===== src/rtl/spanmask_pkg.sv =====
// Shared types for the span mask tree.
// Assumes: a node state fits in two bits, and the all-zero code means "outside",
// so a cleared register gives an empty mask.
package spanmask_pkg;

    typedef enum logic [1:0] {
        ST_OUT  = 2'd0,
        ST_IN   = 2'd1,
        ST_PART = 2'd2
    } node_st_t;

endpackage


===== src/rtl/spanmask_node.sv =====
// One child evaluator of the mask tree.
// Classifies the aligned range whose top W address bits equal PREFIX against the
// inclusive span [lo, hi]. A parent that is already fully inside or fully outside
// forces its own state; only a partial parent looks at the bounds.
// Assumes: 1 <= W <= ZONE_LOG2, and the root has already mapped lo > hi to outside.
module spanmask_node
    import spanmask_pkg::*;
#(
    parameter int ZONE_LOG2 = 4,
    parameter int W         = 1,
    parameter int PREFIX    = 0
) (
    input  node_st_t               parent_st,
    input  logic [ZONE_LOG2-1:0]   lo,
    input  logic [ZONE_LOG2-1:0]   hi,
    output node_st_t               child_st
);

    localparam logic [W-1:0] P = W'(PREFIX);

    logic [W-1:0] lo_top;
    logic [W-1:0] hi_top;
    logic         lo_rest_zero;
    logic         hi_rest_ones;
    logic         is_out;
    logic         is_in;

    assign lo_top = lo[ZONE_LOG2-1 -: W];
    assign hi_top = hi[ZONE_LOG2-1 -: W];

    // Lower address bits exist only above the leaf level.
    if (W < ZONE_LOG2) begin : g_inner
        assign lo_rest_zero = (lo[ZONE_LOG2-W-1:0] == '0);
        assign hi_rest_ones = (hi[ZONE_LOG2-W-1:0] == '1);
    end else begin : g_leaf
        assign lo_rest_zero = 1'b1;
        assign hi_rest_ones = 1'b1;
    end

    // Range versus span: disjoint, contained, or straddling an edge.
    always_comb begin
        is_out = (P < lo_top) || (P > hi_top);
        is_in  = ((P > lo_top) || ((P == lo_top) && lo_rest_zero)) &&
                 ((P < hi_top) || ((P == hi_top) && hi_rest_ones));
    end

    // Pass the parent state through unless the parent is partial.
    always_comb begin
        if (parent_st != ST_PART) begin
            child_st = parent_st;
        end else if (is_out) begin
            child_st = ST_OUT;
        end else if (is_in) begin
            child_st = ST_IN;
        end else begin
            child_st = ST_PART;
        end
    end

endmodule


===== src/rtl/spanmask_level.sv =====
// One registered level of the mask tree.
// Takes the 2^LEVEL node states of its level and produces the registered states
// of its 2^(LEVEL+1) children. Child j lies under parent j/2, and its low bit
// selects the left (0) or right (1) half. Also carries the valid flag one stage.
// Assumes: the span bounds reach this level already aligned with st_in.
module spanmask_level
    import spanmask_pkg::*;
#(
    parameter int ZONE_LOG2 = 4,
    parameter int LEVEL     = 0
) (
    input  logic                        clk,
    input  logic                        rst_n,
    input  logic                        v_in,
    input  logic [ZONE_LOG2-1:0]        lo,
    input  logic [ZONE_LOG2-1:0]        hi,
    input  logic [2*(1<<LEVEL)-1:0]     st_in,
    output logic                        v_out,
    output logic [2*(2<<LEVEL)-1:0]     st_out
);

    localparam int CHILDREN = 2 << LEVEL;

    logic [2*CHILDREN-1:0] child_comb;

    for (genvar j = 0; j < CHILDREN; j++) begin : g_child
        node_st_t par_s;
        node_st_t kid_s;

        assign par_s = node_st_t'(st_in[2*(j>>1) +: 2]);

        spanmask_node #(
            .ZONE_LOG2 (ZONE_LOG2),
            .W         (LEVEL + 1),
            .PREFIX    (j)
        ) u_node (
            .parent_st (par_s),
            .lo        (lo),
            .hi        (hi),
            .child_st  (kid_s)
        );

        assign child_comb[2*j +: 2] = kid_s;
    end

    // Stage register: the child states and the valid flag.
    always_ff @(posedge clk) begin
        if (!rst_n) begin
            st_out <= '0;
            v_out  <= 1'b0;
        end else begin
            st_out <= child_comb;
            v_out  <= v_in;
        end
    end

endmodule


===== src/rtl/spanmask_tree.sv =====
// Span inside/outside mask generator for one zone of 2^ZONE_LOG2 pixels.
// The root state is computed from the raw offsets. Each of the ZONE_LOG2 levels
// then splits every range in two and registers the result. The span bounds follow
// the tree in a parallel delay line. Leaf states become mask bits, and the mask is
// held at zero while the output is not valid.
// Assumes: ZONE_LOG2 >= 1; offsets are inclusive; lo > hi means an empty span.
module spanmask_tree
    import spanmask_pkg::*;
#(
    parameter int ZONE_LOG2 = 4
) (
    input  logic                          clk,
    input  logic                          rst_n,
    input  logic                          in_valid,
    input  logic [ZONE_LOG2-1:0]          in_left,
    input  logic [ZONE_LOG2-1:0]          in_right,
    output logic                          out_valid,
    output logic [(1<<ZONE_LOG2)-1:0]     out_mask
);

    localparam int ZONE_PIX = 1 << ZONE_LOG2;

    node_st_t root_st;

    // Root classification: empty span, whole zone, or partial.
    always_comb begin
        if (in_left > in_right) begin
            root_st = ST_OUT;
        end else if ((in_left == '0) && (in_right == '1)) begin
            root_st = ST_IN;
        end else begin
            root_st = ST_PART;
        end
    end

    for (genvar k = 0; k < ZONE_LOG2; k++) begin : g_lvl
        logic [ZONE_LOG2-1:0]    lo_k;
        logic [ZONE_LOG2-1:0]    hi_k;
        logic [2*(1<<k)-1:0]     st_k;
        logic                    v_k;
        logic [2*(2<<k)-1:0]     st_o;
        logic                    v_o;

        if (k == 0) begin : g_head
            assign lo_k = in_left;
            assign hi_k = in_right;
            assign st_k = root_st;
            assign v_k  = in_valid;
        end else begin : g_body
            assign lo_k = g_lvl[k-1].g_fwd.lo_d;
            assign hi_k = g_lvl[k-1].g_fwd.hi_d;
            assign st_k = g_lvl[k-1].st_o;
            assign v_k  = g_lvl[k-1].v_o;
        end

        // Every level but the last forwards the bounds to the next level.
        if (k < ZONE_LOG2 - 1) begin : g_fwd
            logic [ZONE_LOG2-1:0] lo_d;
            logic [ZONE_LOG2-1:0] hi_d;

            // Bound delay register, kept in step with the tree level.
            always_ff @(posedge clk) begin
                if (!rst_n) begin
                    lo_d <= '0;
                    hi_d <= '0;
                end else begin
                    lo_d <= lo_k;
                    hi_d <= hi_k;
                end
            end
        end

        spanmask_level #(
            .ZONE_LOG2 (ZONE_LOG2),
            .LEVEL     (k)
        ) u_level (
            .clk    (clk),
            .rst_n  (rst_n),
            .v_in   (v_k),
            .lo     (lo_k),
            .hi     (hi_k),
            .st_in  (st_k),
            .v_out  (v_o),
            .st_out (st_o)
        );
    end

    logic [2*ZONE_PIX-1:0] leaf_st;

    assign leaf_st   = g_lvl[ZONE_LOG2-1].st_o;
    assign out_valid = g_lvl[ZONE_LOG2-1].v_o;

    // Leaf states to mask bits, gated by the output valid.
    always_comb begin
        for (int i = 0; i < ZONE_PIX; i++) begin
            out_mask[i] = out_valid && (leaf_st[2*i +: 2] == ST_IN);
        end
    end

endmodule


===== config.mk =====
export PLATFORM = sky130hd
export DESIGN_NAME = spanmask_tree
export DESIGN_NICKNAME = d
export VERILOG_FILES = /design/src/rtl/spanmask_pkg.sv /design/src/rtl/spanmask_node.sv /design/src/rtl/spanmask_level.sv /design/src/rtl/spanmask_tree.sv
export SDC_FILE = /design/constraint.sdc
export NUM_CORES = 1
export LEC_CHECK = 0
export ABC_AREA = 0
export BUFFER_PORTS_ARGS = -buffer_cell sky130_fd_sc_hd__buf_2
export CORE_ASPECT_RATIO = 0.5
export CORE_UTILIZATION = 60
export CTS_CLUSTER_DIAMETER = 100
export DETAILED_ROUTE_END_ITERATION = 10
export HOLD_SLACK_MARGIN = 0.12
export PLACE_DENSITY = 0.8
export SYNTH_ARGS = -nofsm -noshare
export SYNTH_HDL_FRONTEND = slang
export SYNTH_SLANG_ARGS = --single-unit

===== constraint.sdc =====
create_clock -name clk -period 2.1 [get_ports clk]
set_clock_uncertainty 0.2 [all_clocks]
set_input_delay 0.105 -clock clk [delete_from_list [all_inputs] [get_ports clk]]
set_output_delay 0.105 -clock clk [all_outputs]
set_load 0.02 [all_outputs]

# [Yosys cells after proc, flatten, opt, wreduce, memory -nomap -nowiden]
# Index checks and enable logic that the tools add are counted.
[word_totals] wordCells=488 reg_bits=88 out_inout_bits=17 input_bits=11
[op_classes] reduce_logical=174 mux=92 order_cmp=121 eq_ne=84 bitwise_logic=3
[ops] cell="2-bit 2-to-1 mux" count=92
[ops] cell="1-bit logical OR" count=90
[ops] cell="1-bit logical AND" count=75
[ops] cell="4-bit == test, first input constant" count=16
[ops] cell="4-bit > comparator, first input constant" count=16
[ops] cell="4-bit less-than comparator, first input constant" count=16
[ops] cell="2-bit by 1-bit == test with 1-bit output, second input constant" count=16
[ops] cell="3-bit by 4-bit == test with 1-bit output, first input constant" count=8
[ops] cell="3-bit by 4-bit > comparator with 1-bit output, first input constant" count=8
[ops] cell="3-bit by 4-bit less-than comparator with 1-bit output, first input constant" count=8
[ops] cell="2-bit inequality test, second input constant" count=15
[ops] cell="3-bit == test, first input constant" count=8
[ops] cell="3-bit > comparator, first input constant" count=8
[ops] cell="3-bit less-than comparator, first input constant" count=8
[ops] cell="2-bit by 4-bit == test with 1-bit output, first input constant" count=4
[ops] cell="1-bit by 4-bit > comparator with 1-bit output, first input constant" count=4
[ops] cell="2-bit by 4-bit > comparator with 1-bit output, first input constant" count=4
[ops] cell="1-bit by 4-bit less-than comparator with 1-bit output, first input constant" count=4
[ops] cell="2-bit by 4-bit less-than comparator with 1-bit output, first input constant" count=4
[ops] cell="2-bit by 3-bit == test with 1-bit output, first input constant" count=4
[ops] cell="1-bit by 3-bit > comparator with 1-bit output, first input constant" count=4
[ops] cell="2-bit by 3-bit > comparator with 1-bit output, first input constant" count=4
[ops] cell="4-bit logical NOT" count=3
[ops] cell="1-bit by 3-bit less-than comparator with 1-bit output, first input constant" count=4
[ops] cell="18 further kinds" count=51

# [Longest topological paths before layout]
# Gate-level depths: netlist of run 1.
[logic_depth] depth_word=7 mapped_depth=6

# [By module]
# Synthesis of run 1 repeated with hierarchy kept, for this count alone.
[hier_totals] hier_cells=395 area_unflattened_um2=3892.5
[by_module_without_submodules] mod="spanmask_tree" instances=1 cells_each=87 area_per_inst_um2=935.9
[by_module_without_submodules] mod="spanmask_level at g_lvl[3].u_level" instances=1 cells_each=69 area_per_inst_um2=923.4
[by_module_without_submodules] mod="spanmask_level at g_lvl[2].u_level" instances=1 cells_each=35 area_per_inst_um2=474.2
[by_module_without_submodules] mod="spanmask_level at g_lvl[1].u_level" instances=1 cells_each=18 area_per_inst_um2=236.5
[by_module_without_submodules] mod="spanmask_level at g_lvl[0].u_level" instances=1 cells_each=10 area_per_inst_um2=131.4
[by_module_without_submodules] mod="spanmask_node at g_lvl[1].u_level.g_child[0].u_node ..." instances=2 cells_each=7 area_per_inst_um2=42.5
[by_module_without_submodules] mod="spanmask_node at g_lvl[1].u_level.g_child[3].u_node ..." instances=2 cells_each=6 area_per_inst_um2=37.5
[by_module_without_submodules] mod="spanmask_node at g_lvl[2].u_level.g_child[1].u_node" instances=1 cells_each=8 area_per_inst_um2=73.8
[by_module_without_submodules] mod="spanmask_node at g_lvl[2].u_level.g_child[2].u_node" instances=1 cells_each=10 area_per_inst_um2=62.6
[by_module_without_submodules] mod="spanmask_node at g_lvl[2].u_level.g_child[6].u_node" instances=1 cells_each=9 area_per_inst_um2=62.6
[by_module_without_submodules] mod="spanmask_node at g_lvl[3].u_level.g_child[14].u_node ..." instances=2 cells_each=4 area_per_inst_um2=30.0
[by_module_without_submodules] mod="spanmask_node at g_lvl[3].u_level.g_child[11].u_node ..." instances=2 cells_each=4 area_per_inst_um2=27.5
[by_module_without_submodules] mod="spanmask_node at g_lvl[1].u_level.g_child[2].u_node" instances=1 cells_each=9 area_per_inst_um2=53.8
[by_module_without_submodules] mod="spanmask_node at g_lvl[0].u_level.g_child[1].u_node" instances=1 cells_each=6 area_per_inst_um2=52.6
[by_module_without_submodules] mod="16 more rows"

# [Worst setup path before layout of run 1]
# OpenSTA, ideal clock, no wires.
[synth_path] path_kind="register -> register" startpoint="register g_lvl[0].g_fwd.lo_d[1]" endpoint="register g_lvl[1].u_level.st_out[1]" arrival_ns=1.108 path_slack_ns=0.677 period_less_slack_ns=1.423 required_ns=1.785 stages_incl_launch_ff=5 cell_sequence="dfxtp_1 -> or2_1 -> a2111o_1 -> a21oi_1 -> nor2_1"
[synth_between] elab_chain_cells=7
[synth_rtl] item="from (decl)" line_no="spanmask_tree.sv:58" rtl="logic [ZONE_LOG2-1:0] lo_d;"
[synth_rtl] item="from (signal assigned)" line_no="spanmask_tree.sv:67" rtl="lo_d <= lo_k;"
[synth_rtl] item="2-bit logical NOT" line_no="spanmask_node.sv:33" rtl="assign lo_rest_zero = (lo[ZONE_LOG2-W-1:0] == '0);"
[synth_rtl] item="1-bit logical AND" line_no="spanmask_node.sv:43" rtl="is_in = ((P > lo_top) || ((P == lo_top) && lo_rest_zero)) &&"
[synth_rtl] item="1-bit logical OR" line_no="spanmask_node.sv:43"
[synth_rtl] item="1-bit logical AND" line_no="spanmask_node.sv:43"
[synth_rtl] item="2-bit 2-to-1 mux" line_no="spanmask_node.sv:53" rtl="end else if (is_in) begin"
[synth_rtl] item="2-bit 2-to-1 mux" line_no="spanmask_node.sv:51" rtl="end else if (is_out) begin"
[synth_rtl] item="2-bit 2-to-1 mux" line_no="spanmask_node.sv:49" rtl="if (parent_st != ST_PART) begin"
[synth_rtl] item="to (signal assigned)" line_no="spanmask_level.sv:52" rtl="st_out <= child_comb;"
[synth_rtl] item="to (decl)" line_no="spanmask_level.sv:19" rtl="output logic [2*(2<<LEVEL)-1:0] st_out"
# Every way passes these cells.
# A chain may end at the register's enable or synchronous reset.

==> metrics.md, run 1 <==
| Metric | Value |
|---|---|
| Status | `complete, no violations` |
| Synth area leaders | `dfxtp_1 (51%), and2_1 (5.7%), and3b_1 (4.4%), nand2_1 (3.9%), nor2_1 (2.7%)` |
| Via count of the routed design | `2512` |
| Worst ir drop on vdd | `0.508 mV` |
| DR vias/cell | `5.59` |
| Hold/Removal Path Class | `reg -> reg` |
| Sw Pwr | `0.612 mW` |
| PD cells | `784 nW/um^2` |
| Most frequent CP cell | `dlygate4sd3_1` |
| Sw Ratio | `21.0%` |
| CP Depth | `5` |
| Routed WL | `between 6000 and 7000 um` |
| Critical path buffers and inverters | `3` |
| Crit. Startpoint | `rst_n` |
| Width of the die | `105 um` |
| Post-synth EDFFs | `0` |
| Vias in the first global route | `2256` |
| Layout cells sized above 1 | `~13%` |
| Die height | `53.7 um` |
| Io pins | `28` |
| FFs w/ async S/R, synth | `0%` |
| Cell Chain, Critical Path | `dlygate4sd3_1 -> buf_2 -> nand2_1 -> dlygate4sd3_1 -> nor3b_1` |
| Min-delay src | `g_lvl[0].u_level.v_out$_SDFF_PN0_` |
| Crit-path max FO | `31` |
| Worst Reg2Reg Path Length in Cells | `3` |
| Syn nets | `355` |
| Period minus WS final | `between 1.5 and 2 ns` |
| Clock Power Share | `38.5%` |
| First-pass GRT wire length | `9980 um` |
| Max Slew Vio Count | `0` |
| Area delta synth->final | `15.9%` |
| Design area | `3720 sq um` |
| Core area | `about 5000 sq um` |
| Slew HR | `between 60% and 70%` |
| Nets | `390` |
| Design Power | `2.92 mW` |
| Flop and latch count out of synthesis | `82` |
| Max clock buf depth | `2` |
| Crit path DAT | `1.97 ns` |
| Cells after Synth | `340` |
| Synth area leader | `dfxtp_1` |
| Worst r2r dst | `g_lvl[2].u_level.st_out[10]$_SDFF_PN0_` |
| Clk sinks | `82` |
| Hold Fails Final Rpt | `0` |
| Min Hold Slack | `0.238 ns` |
| Row count | `18` |
| Max Cap Violations | `0` |
| Fin crit share | `91.1%` |
| Slowest cell on the critical path | `dlygate4sd3_1` |
| Library cells used by synthesis | `51` |
| WS Path Type | `in -> reg` |
| Dpl hpwl | `4260 um` |
| Skew-Pair Late Insertion Delay | `0.34 ns` |
| GR Overflow Total | `0` |
| Critical path capture point | `g_lvl[0].u_level.st_out[2]$_SDFF_PN0_` |
| Slew @ Worst Pin | `0.508 ns` |
| RR Startpoint | `g_lvl[1].g_fwd.hi_d[3]$_SDFF_PN0_` |
| Initial core utilization | `63.6%` |
| Reg clk slew, reported paths | `0.07 ns` |
| Antenna violations before repair | `0` |
| Warnings, synthesis | `0` |
| GRT Total Usage | `23.8%` |
| CP Launch Type | `input port` |
| # setup viols final | `0` |
| Setup TNS | `0 ns` |
| Slowest stage delay, CP | `between 0.6 and 0.7 ns` |
| Depth of the CTS H-tree | `3` |
| Largest net degree at the start of global routing | `32` |
| Most common cell in the netlist | `dfxtp_1` |
| GP Congestion | `0.851` |
| Ant. Diodes | `0` |
| Mapped Area | `3210 sq um` |
| CTS root buffer | `clkbuf_8` |
| CTS tree | `built` |
| Sequential fraction of the synthesis area | `~50%` |
| Leakage power | `1.57 nW` |
| Top cell type's share of synthesized area | `51.1%` |
| Comb power frac | `under 10%` |
| Placed Area | `3340 sq um` |
| Post-synth top cells | `dfxtp_1 (82), nand2_1 (33), and2_1 (29), nor2_1 (23), o21ai_0 (17)` |
| Syn avg cell area | `between 9 and 10 sq um` |
| PortBufs | `27` |
| RSZ-0062 raised after global routing | `false` |
| R2R Setup Slk | `0.48 ns` |
| P_int | `2.31 mW` |
| Post CTS Setup Buffer Count | `0` |
| Flop pwr share | `55.8%` |
| CP required | `about 2.2 ns` |
| DRT antenna net count | `0` |
| Fmax | `about 0.52 GHz` |
| Worst path top cell family by delay | `buffers and inverters` |
| 1st-pass router iterations | `5` |
| # DRC | `0` |
| CTS buffer count | `9` |
| DIE AREA | `5670 sq um` |
| Most common flop cell mapped by yosys | `dfxtp_1` |
| Fillers | `373` |
| WL per Instance | `about 14 um` |
| CP endpoint kind | `flop` |
| 1st-iter DRT viols | `between 150 and 200` |
==> layer usage <==
layer | track usage [%] | share of wire [%] | vias to the layer above
met3 | 8.11 | 5.9 | 12
met1 | 25.5 | 45 | 1144
met4 | 7.28 | 1.5 | 0
met2 | 46.3 | 48 | 94
li1 | - | - | 1262
met5 | 0 | 0 | -
==> timing repair <==
item / in CTS / in global routing
endpoints found under the hold margin: 31 / 0
resized for setup: 0 / 0
hold buffers: 18 / 0
endpoints found under the setup margin: 0 / 0
==> sequential cells by signal, summed over array words and instances (netlist names) <==
| register | cells |
|---|---|
| g_lvl.u_level.st_out | 54 |
| g_lvl.u_level.v_out | 4 |
| g_lvl.g_fwd.lo_d | 12 |
| g_lvl.g_fwd.hi_d | 12 |
==> worst register-to-register path, cell delays in order (launching register included) <==
cell	delay [ns]
dfxtp_1	0.62
inv_1	0.13
a211o_1	0.29
o41ai_2	0.29
==> through the flow <==
step	utilization (%)	std cells	setup slack (ns)
after floorplan	-	340	0.677
after global placement	66.1	416	0.559
after detailed placement	66.1	416	0.503
after CTS	73.7	449	0.231
after global routing	73.7	449	0.101
final	73.7	449	0.188
==> worst min-delay path by stage <==
stage / endpoint / slack, ns / depth (start not counted)
floorplan: g_lvl[0].g_fwd.hi_d[2]$_SDFF_PN0_ / 0.03 / 1
global placement: g_lvl[0].u_level.v_out$_SDFF_PN0_ / 0.11 / 2
detailed placement: g_lvl[0].u_level.v_out$_SDFF_PN0_ / 0.12 / 2
CTS: g_lvl[1].u_level.v_out$_SDFF_PN0_ / 0.24 / 1
global route: g_lvl[1].u_level.v_out$_SDFF_PN0_ / 0.26 / 1
finish: g_lvl[1].u_level.v_out$_SDFF_PN0_ / 0.24 / 1
==> logic make-up (layout without fill, tap and decap cells) <==
group / after synthesis / in the layout / synth area share [%]
adders and majority gates: 4 / 4 / 1.56
and+or+nand+nor: 145 / 145 / 25.5
DFF: 82 / 82 / 51.1
AOI/OAI and AO/OA: 80 / 80 / 17.6
buffers and inverters: 29 / 68 / 4.21
==> power groups by stage <==
stage	logic, mW	clock network, mW	registers [mW]
detailed placement	0.134	0	1.66
global placement	0.126	0	1.66
global route	0.181	1.23	1.63
CTS	0.160	1.15	1.63
floorplan	0.123	0	1.63
finish	0.165	1.12	1.63
==> placed cells by master (no fill, tap or decap), drive strengths merged, types with 5 or more instances in the layout <==
| cell | count |
|---|---|
| nand2 | 34 |
| and2 | 29 |
| a21oi | 14 |
| dlygate4sd3 | 18 |
| nor2 | 23 |
| o21a | 10 |
| clkbuf | 13 |
| o21ai | 18 |
| dfxtp | 82 |
| nor3 | 6 |
| and3 | 11 |
| and3b | 16 |
| inv | 6 |
| nor2b | 6 |
| buf | 29 |
| nand3 | 5 |
| a31oi | 7 |
==> cell type report <==
type	instances	area [sq um]	area share (%)
clock buffer	13	169	4.54
clock inverter	2	35.0	0.942
inverter	6	22.5	0.605
multi-input combinational	229	1430	38.5
sequential	82	1640	44.1
tap	70	87.6	2.35
timing repair buffer	47	330	8.88
Power figures use the tool's default switching activity.
==> run 2: changes to the inputs <==
--- a/config.mk
+++ b/config.mk
@@ -8,11 +8,13 @@
 export ABC_AREA = 0
 export BUFFER_PORTS_ARGS = -buffer_cell sky130_fd_sc_hd__buf_2
 export CORE_ASPECT_RATIO = 0.5
-export CORE_UTILIZATION = 60
+export CORE_UTILIZATION = 54
+export CTS_BUF_LIST = sky130_fd_sc_hd__clkbuf_4 sky130_fd_sc_hd__clkbuf_8 sky130_fd_sc_hd__clkbuf_16
 export CTS_CLUSTER_DIAMETER = 100
 export DETAILED_ROUTE_END_ITERATION = 10
 export HOLD_SLACK_MARGIN = 0.12
-export PLACE_DENSITY = 0.8
+export PLACE_DENSITY = 0.75
 export SYNTH_ARGS = -nofsm -noshare
 export SYNTH_HDL_FRONTEND = slang
+export SYNTH_HIERARCHICAL = 1
 export SYNTH_SLANG_ARGS = --single-unit
==> constraint.sdc (replaced) <==
create_clock -name clk -period 1.6 [get_ports clk]
set_clock_uncertainty 0.2 [all_clocks]
set_input_delay 0.08 -clock clk [delete_from_list [all_inputs] [get_ports clk]]
set_output_delay 0.08 -clock clk [all_outputs]
set_load 0.02 [all_outputs]
==> metrics.md, run 2 <==
| Metric | Value |
|---|---|
| R2R Setup Slk | `0.04 ns (was 0.48 ns)` |
| Crit. Startpoint | `g_lvl[2].g_fwd.lo_d[1]$_SDFF_PN0_ (was rst_n)` |
| Sequential fraction of the synthesis area | `45.3% (was 51.1%)` |
| Top cell type's share of synthesized area | `45.3% (was 51.1%)` |
| Setup TNS | `0 ns (unchanged)` |
| First-pass GRT wire length | `12100 um (was 9980 um)` |
| Fin crit share | `a little over nine tenths` |
| Core area | `6830 sq um (was 5040 sq um)` |
| CP required | `1.67 ns (was 2.16 ns)` |
| Period minus WS final | `1.56 ns` |
| Commonest non-fill, non-tap cell in the layout | `dfxtp_1 (unchanged)` |
| Nets | `470 (was 390)` |
| Commonest cells after routing, fill and taps aside | `dfxtp_1 (78), and2_1 (57), and2_2 (49) (was dfxtp_1 (82), nand2_1 (33), and2_1 (29))` |
| Worst Reg2Reg Path Length in Cells | `3 (unchanged)` |
| DR WL met2 | `3850 um (was 3010 um)` |
| Slew @ Worst Pin | `1.01 ns (was 0.508 ns)` |
| Depth of the CTS H-tree | `3 (unchanged)` |
| Reg clk slew, reported paths | `0.06 ns (was 0.07 ns)` |
| Synth area leader | `dfxtp_1 (unchanged)` |
| Setup ws final | `0.0383 ns (was 0.188 ns)` |
| GRT Total Usage | `21.2% (was 23.8%)` |
| Worst path top cell family by delay | `simple AND/OR/NAND/NOR gates (was buffers and inverters)` |
| CTS root buffer | `clkbuf_16 (was clkbuf_8)` |
| CTS tree | `built (unchanged)` |
| # setup viols final | `0 (unchanged)` |
| Initial core utilization | `57.0% (was 63.6%)` |
| Vias in the first global route | `2720 (was 2256)` |
| Design Power | `4.65 mW (was 2.92 mW)` |
| CTS buffer count | `9 (unchanged)` |
| Max Cap Violations | `0 (unchanged)` |
| Routed WL | `7650 um (was 6330 um)` |
| Pre-CTS WS | `-0.318 ns (was 0.503 ns)` |
| Worst r2r dst | `g_lvl[3].u_level/st_out[0]$_SDFF_PN0_ (was g_lvl[2].u_level.st_out[10]$_SDFF_PN0_)` |
| Hold/Removal Path Class | `in -> reg (was reg -> reg)` |
| Status | `complete, no violations (unchanged)` |
| Critical path capture point | `g_lvl[3].u_level/st_out[0]$_SDFF_PN0_ (was g_lvl[0].u_level.st_out[2]$_SDFF_PN0_)` |
| 1st-pass router iterations | `7 (was 5)` |
| Post-synth top cells | `dfxtp_1 (88), and2_1 (57), and2_2 (49), nand2_1 (19), nor2_1 (18) (was dfxtp_1 (82), nand2_1 (33), and2_1 (29), nor2_1 (23), o21ai_0 (17))` |
| Crit-path max FO | `12 (was 31)` |
| Mapped Area | `3890 sq um (was 3210 sq um)` |
| Layout Cells excl Fill | `552 (was 449)` |
| PortBufs | `27 (unchanged)` |
| Die height | `62.0 um (was 53.7 um)` |
| RSZ-0062 raised after global routing | `false (unchanged)` |
| Flop and latch count out of synthesis | `88 (was 82)` |
| Largest regs | `g_lvl.u_level/st_out (60), g_lvl.g_fwd.hi_d (12), g_lvl.g_fwd.lo_d (12) (was g_lvl.u_level.st_out (54), g_lvl.g_fwd.hi_d (12), g_lvl.g_fwd.lo_d (12))` |
| Critical path buffers and inverters | `0 (was 3)` |
| Most common cell in the netlist | `dfxtp_1 (unchanged)` |
| Post-synth EDFFs | `0 (unchanged)` |
| CP Launch Type | `flop (was input port)` |
| Slowest cell on the critical path | `or4b_1 (was dlygate4sd3_1)` |
| GR Overflow Total | `0 (unchanged)` |
| Worst ir drop on vdd | `0.582 mV (was 0.508 mV)` |
| 1st-iter DRT viols | `209 (was 182)` |
| Clk sinks | `88 (was 82)` |
| Slew HR | `32.7% (was 66.1%)` |
| Library cells used by synthesis | `58 (was 51)` |
| PD cells | `992 nW/um^2 (was 784 nW/um^2)` |
| Register area | `1770 sq um (was 1640 sq um)` |
| Warnings, synthesis | `6 (was 0)` |
| DRT antenna net count | `0 (unchanged)` |
| DIE AREA | `7570 sq um (was 5670 sq um)` |
| Routed wire length on met3 | `442 um (was 372 um)` |
| Top sig layer | `met4 (unchanged)` |
| Dpl hpwl | `5090 um (was 4260 um)` |
| Width of the die | `122 um (was 105 um)` |
| Cells after Synth | `395 (was 340)` |
| Slowest stage delay, CP | `0.53 ns (was 0.61 ns)` |
| Met1 WL | `3260 um (was 2850 um)` |
| Placed cell count | `527 (was 416)` |
| WS Path Type | `reg -> reg (was in -> reg)` |
| Antenna violations before repair | `0 (unchanged)` |
| Cell Chain, Critical Path | `or4b_1 -> o21bai_1 -> and2_2 (was dlygate4sd3_1 -> buf_2 -> nand2_1 -> dlygate4sd3_1 -> nor3b_1)` |
| Largest net degree at the start of global routing | `89 (was 32)` |
| Leakage power | `2.16 nW (was 1.57 nW)` |
| DR vias/cell | `5.42 (was 5.59)` |
| Area of the multi-input gates | `2060 sq um (was 1430 sq um)` |
| GP Congestion | `0.805 (was 0.851)` |
| WL per Instance | `13.9 um (was 14.1 um)` |
| Top reg by flops | `g_lvl.u_level/st_out (was g_lvl.u_level.st_out)` |
| Crit path DAT | `1.64 ns (was 1.97 ns)` |
| Fillers | `555 (was 373)` |
| Io pins | `28 (unchanged)` |
| Ant. Diodes | `0 (unchanged)` |
| CP endpoint kind | `flop (unchanged)` |
| Min Hold Slack | `0.143 ns (was 0.238 ns)` |
| Skew-Pair Late Insertion Delay | `0.33 ns (was 0.34 ns)` |
| Synth area leaders | `dfxtp_1 (45%), and2_2 (9.5%), and2_1 (9.2%), and3b_1 (3.4%), a31o_1 (2.0%) (was dfxtp_1 (51%), and2_1 (5.7%), and3b_1 (4.4%), nand2_1 (3.9%), nor2_1 (2.7%))` |
| Fmax | `between 0.6 and 0.7 GHz` |
| # DRC | `0 (unchanged)` |
| Hold Fails Final Rpt | `0 (unchanged)` |
| CP Depth | `3 (was 5)` |
| Max FFs per register | `60 (was 54)` |
| Layout cells sized above 1 | `32.4% (was 12.9%)` |
| Syn avg cell area | `9.85 sq um (was 9.44 sq um)` |
| RR Startpoint | `g_lvl[2].g_fwd.lo_d[1]$_SDFF_PN0_ (was g_lvl[1].g_fwd.hi_d[3]$_SDFF_PN0_)` |
| Syn nets | `410 (was 355)` |
| Via count of the routed design | `2990 (was 2512)` |
| Area delta synth->final | `20.3% (was 15.9%)` |
| FFs w/ async S/R, synth | `0% (unchanged)` |
| Max clock buf depth | `2 (unchanged)` |
| Most common flop cell mapped by yosys | `dfxtp_1 (unchanged)` |
| Row count | `21 (was 18)` |
| Max Slew Vio Count | `0 (unchanged)` |
-- run 2: cell types whose count changed in the layout (fill, tap and decap cells not counted), sizes merged, moves of 5 or more --
cell	change
and2	+77
buf	+18
nand2	-15
inv	+10
a31o	+9
a41o	+9
dlygate4sd3	-9
o21a	-9
a21o	+7
dfxtp	+6
o21ai	-6
a21oi	-5
and3	-5
nor2	-5
-- run 2: layout make-up --
class                           instances  area share, %
Clock inverter                          4           1.18
Inverter                               16           1.28
Multi-Input combinational cell        284           43.9
Clock buffer                           12           5.29
Timing Repair Buffer                   56           8.01
Sequential cell                        88           37.9
Tap cell                               92           2.46
-- run 2: worst register-to-register path, delay by kind of cell (launching register included) --
family | cells | cell delay (ns)
AO/OA/AOI/OAI | 1 | 0.17
flip-flops | 1 | 0.45
AND/OR/NAND/NOR | 2 | 0.69
-- run 2: metal layers --
layer / vias to the layer above / global-route usage, %
li1: 1507 / -
met5: - / 0
met4: 0 / 9.06
met3: 12 / 7.12
met2: 88 / 40.2
met1: 1383 / 22.5
-- run 2: how the worst min path moves through the flow --
stage | from | to | depth (start not counted)
6_report | in_left[1] | g_lvl[0].u_level/st_out[3]$_SDFF_PN0_ | 5
5_1_grt | in_left[1] | g_lvl[0].u_level/st_out[3]$_SDFF_PN0_ | 5
3_3_place_gp | in_valid | g_lvl[0].u_level/v_out$_SDFF_PN0_ | 2
3_5_place_dp | in_valid | g_lvl[0].u_level/v_out$_SDFF_PN0_ | 2
4_1_cts | in_left[1] | g_lvl[0].u_level/st_out[3]$_SDFF_PN0_ | 5
2_1_floorplan | in_right[0] | g_lvl[0].g_fwd.hi_d[0]$_SDFF_PN0_ | 1
-- run 2: logic make-up (layout without fill, tap and decap cells) --
kind of cell    count (synthesis)  after routing  synth area share (%)
flops                          88             88                  45.3
compound gates                 83             83                  18.3
buf+inv                        23             88                  2.67
fa+ha+maj                       4              4                  1.29
simple gates                  197            197                  32.5
-- run 2: report_power, final --
part | internal, mW | switching, mW
Combinational | 0.141 | 0.148
Clock | 1.27 | 0.797
Sequential | 2.23 | 0.0633
Total | 3.64 | 1.01
-- run 2: repair_timing --
action / CTS / global route
pin swaps: 1 / 2
setup buffers: 0 / 0
hold buffers: 9 / 0
resized for setup: 4 / 11
setup endpoints to repair: 21 / 12
endpoints found under the hold margin: 12 / 0
cloned: 0 / 0
-- run 2: through the flow --
| stage | area [sq um] | utilization, % |
|---|---|---|
| floorplan | 3890 | - |
| global placement | 4250 | 62.2 |
| detailed placement | 4250 | 62.2 |
| CTS | 4650 | 68.1 |
| global route | 4680 | 68.6 |
| finish | 4680 | 68.6 |
==> run 3: changes to the inputs <==
--- a/config.mk
+++ b/config.mk
@@ -8,12 +8,12 @@
 export ABC_AREA = 0
 export BUFFER_PORTS_ARGS = -buffer_cell sky130_fd_sc_hd__buf_2
 export CORE_ASPECT_RATIO = 0.5
-export CORE_UTILIZATION = 54
+export CORE_UTILIZATION = 46
 export CTS_BUF_LIST = sky130_fd_sc_hd__clkbuf_4 sky130_fd_sc_hd__clkbuf_8 sky130_fd_sc_hd__clkbuf_16
 export CTS_CLUSTER_DIAMETER = 100
 export DETAILED_ROUTE_END_ITERATION = 10
 export HOLD_SLACK_MARGIN = 0.12
-export PLACE_DENSITY = 0.75
+export PLACE_DENSITY = 0.66
 export SYNTH_ARGS = -nofsm -noshare
 export SYNTH_HDL_FRONTEND = slang
 export SYNTH_HIERARCHICAL = 1
==> metrics.md, run 3 (synthesis results as in run 2) <==
| Metric | Value |
|---|---|
| Status | `complete, no violations (unchanged)` |
| CTS tree | `built (unchanged)` |
| Antenna violations before repair | `0 (unchanged)` |
| Flop pwr share | `47.5% (was 49.4%)` |
| Leakage power | `2.20 nW (was 2.16 nW)` |
| CP Launch Type | `input port (was flop)` |
| R2R Setup Slk | `0.06 ns (was 0.04 ns)` |
| Worst Reg2Reg Path Length in Cells | `3 (unchanged)` |
| Register area | `1770 sq um (about the same)` |
| Top reg by flops | `g_lvl.u_level/st_out (unchanged)` |
| Depth of the CTS H-tree | `3 (unchanged)` |
| 1st-pass router iterations | `4 (was 7)` |
| Crit-path max FO | `6 (was 12)` |
| # DRC | `0 (unchanged)` |
| Cell Chain, Critical Path | `buf_2 -> dlygate4sd3_1 -> nand4_1 -> nor2_4 -> inv_2 -> a221oi_2 -> and2_1 (was or4b_1 -> o21bai_1 -> and2_2)` |
| Worst ir drop on vdd | `0.519 mV (was 0.582 mV)` |
| Placed Area | `4310 sq um (was 4250 sq um)` |
| Clock Power Share | `46.3% (was 44.4%)` |
| Reg clk slew, reported paths | `0.06 ns (about the same)` |
| PortBufs | `27 (unchanged)` |
| Hold Fails Final Rpt | `0 (unchanged)` |
| Crit path DAT | `1.63 ns (was 1.64 ns)` |
| Commonest non-fill, non-tap cell in the layout | `dfxtp_1 (unchanged)` |
| Comb power frac | `6.2% (about the same)` |
| PD cells | `1010 nW/um^2 (was 992 nW/um^2)` |
| GR Overflow Total | `0 (unchanged)` |
| Area delta synth->final | `22.7% (was 20.3%)` |
| Die height | `67.0 um (was 62.0 um)` |
| Period minus WS final | `1.55 ns (was 1.56 ns)` |
| Hold Path Cell Cnt | `5 (unchanged)` |
| RR Startpoint | `g_lvl[2].g_fwd.hi_d[2]$_SDFF_PN0_ (was g_lvl[2].g_fwd.lo_d[1]$_SDFF_PN0_)` |
| Max Cap Violations | `0 (unchanged)` |
| RSZ-0062 raised after global routing | `false (unchanged)` |
| CTS buffer count | `9 (unchanged)` |
| GRT Total Usage | `18.9% (was 21.2%)` |
| Via count of the routed design | `2928 (was 2990)` |
| Slew HR | `32.8% (was 32.7%)` |
| Hold endpoint | `g_lvl[0].u_level/st_out[3]$_SDFF_PN0_ (unchanged)` |
| Width of the die | `132 um (was 122 um)` |
| P_int | `3.76 mW (was 3.64 mW)` |
| Slowest stage delay, CP | `0.61 ns (was 0.53 ns)` |
| Sw Ratio | `22.0% (was 21.7%)` |
| Placed cell count | `552 (was 527)` |
| GP Congestion | `0.831 (was 0.805)` |
| Vias in the first global route | `2942 (was 2720)` |
| Setup TNS | `0 ns (unchanged)` |
| Slew @ Worst Pin | `1.01 ns (about the same)` |
| Io pins | `28 (unchanged)` |
| CP endpoint kind | `flop (unchanged)` |
| WL per Instance | `13.2 um (was 13.9 um)` |
| Largest net degree at the start of global routing | `89 (unchanged)` |
| Area of the multi-input gates | `2060 sq um (about the same)` |
| Ant. Diodes | `0 (unchanged)` |
| Nets | `475 (was 470)` |
| Hold/Removal Path Class | `in -> reg (unchanged)` |
| CP required | `1.68 ns (was 1.67 ns)` |
| # setup viols final | `0 (unchanged)` |
| Routed WL | `7630 um (was 7650 um)` |
| Initial core utilization | `48.1% (was 57.0%)` |
| Layout Cells excl Fill | `577 (was 552)` |
| Fin crit share | `97.1% (was 97.6%)` |
| CTS root buffer | `clkbuf_16 (unchanged)` |
| Min-delay src | `in_right[3] (was in_left[1])` |
| Max FFs per register | `60 (unchanged)` |
| Min Hold Slack | `0.0875 ns (was 0.143 ns)` |
| Dpl hpwl | `5180 um (was 5090 um)` |
| Max clock buf depth | `2 (unchanged)` |
| Post CTS Setup Buffer Count | `0 (unchanged)` |
| DIE AREA | `8860 sq um (was 7570 sq um)` |
| Commonest cells after routing, fill and taps aside | `dfxtp_1 (80), and2_1 (57), and2_2 (49) (was dfxtp_1 (78), and2_1 (57), and2_2 (49))` |
| Core area | `8090 sq um (was 6830 sq um)` |
| Max Slew Vio Count | `0 (unchanged)` |
| Design area | `4780 sq um (was 4680 sq um)` |
| Sw Pwr | `1.06 mW (was 1.01 mW)` |
| DRT antenna net count | `0 (unchanged)` |
| Skew-Pair Late Insertion Delay | `0.34 ns (was 0.33 ns)` |
| Slowest cell on the critical path | `dlygate4sd3_1 (was or4b_1)` |
| Worst r2r dst | `g_lvl[3].u_level/st_out[2]$_SDFF_PN0_ (was g_lvl[3].u_level/st_out[0]$_SDFF_PN0_)` |
| 1st-iter DRT viols | `132 (was 209)` |
| Clk sinks | `88 (unchanged)` |
| WS Path Type | `in -> reg (was reg -> reg)` |
| First-pass GRT wire length | `13000 um (was 12100 um)` |
| Row count | `23 (was 21)` |
| Largest regs | `g_lvl.u_level/st_out (60), g_lvl.g_fwd.hi_d (12), g_lvl.g_fwd.lo_d (12) (unchanged)` |
| Design Power | `4.82 mW (was 4.65 mW)` |
| Fillers | `685 (was 555)` |
| Layout cells sized above 1 | `32.7% (was 32.4%)` |
| DR vias/cell | `5.07 (was 5.42)` |
| Fmax | `0.644 GHz (was 0.640 GHz)` |
[run 3: cell count changes in the layout (fill, tap and decap cells not counted), sizes merged]
| cell | delta |
|---|---|
| clkbuf | -3 |
| inv | +3 |
| bufinv | +1 |
| dlygate4sd3 | +1 |
| buf | +4 |
| clkinv | -1 |
[run 3: how the worst max path moves through the flow]
stage,from,endpoint,depth (start not counted)
final,in_right[2],g_lvl[0].u_level/st_out[1]$_SDFF_PN0_,7
after global routing,g_lvl[1].g_fwd.hi_d[3]$_SDFF_PN0_,g_lvl[2].u_level/st_out[2]$_SDFF_PN0_,4
after CTS,g_lvl[2].g_fwd.lo_d[2]$_SDFF_PN0_,g_lvl[3].u_level/st_out[8]$_SDFF_PN0_,3
after detailed placement,in_right[1],g_lvl[0].u_level/st_out[1]$_SDFF_PN0_,10
after global placement,in_left[1],g_lvl[0].u_level/st_out[1]$_SDFF_PN0_,9
after floorplan,in_right[1],g_lvl[0].u_level/st_out[1]$_SDFF_PN0_,9
[run 3: critical path: cells and delay by family]
| kind | cells | cell delay [ns] |
|---|---|---|
| buf+inv | 3 | 0.75 |
| simple gates | 3 | 0.56 |
| compound gates | 1 | 0.24 |
[run 3: metal layers]
metal  vias up  part of all wire (%)  global-route usage (%)
met2        55                    49                    36.2
met3        10                   3.9                    5.10
met5         -                     0                       0
met1      1349                    46                    20.2
met4         0                   1.1                    7.41
li1       1514                     -                       -
[run 3: final cells by class]
class | count | area share, %
flip-flops and latches | 88 | 37.1
clock inverters | 7 | 2.07
inverters | 16 | 1.26
repair buffers | 61 | 8.77
clock buffers | 9 | 4.71
well taps | 112 | 2.93
multi-input cells | 284 | 43.2
[run 3: what timing repair did]
action | 4_1_cts | 5_1_grt
resized for setup | 0 | 16
hold buffers | 10 | 1
endpoints found under the hold margin | 12 | 2
endpoints found under the setup margin | 0 | 20
[run 3: stage by stage]
step / utilization [%] / worst slack, ns
after floorplan: - / 0.0131
after global placement: 53.3 / -0.147
after detailed placement: 53.3 / -0.241
after CTS: 58.6 / 0.00192
after global routing: 59.1 / 0.00601
final: 59.1 / 0.0462
[run 3: power groups by stage]
stage	Clock (mW)	Sequential (mW)	Combinational, mW
after floorplan	0	2.33	0.155
after global placement	0	2.33	0.251
after detailed placement	0	2.34	0.266
after CTS	2.28	2.29	0.285
after global routing	2.36	2.30	0.334
final	2.23	2.29	0.298
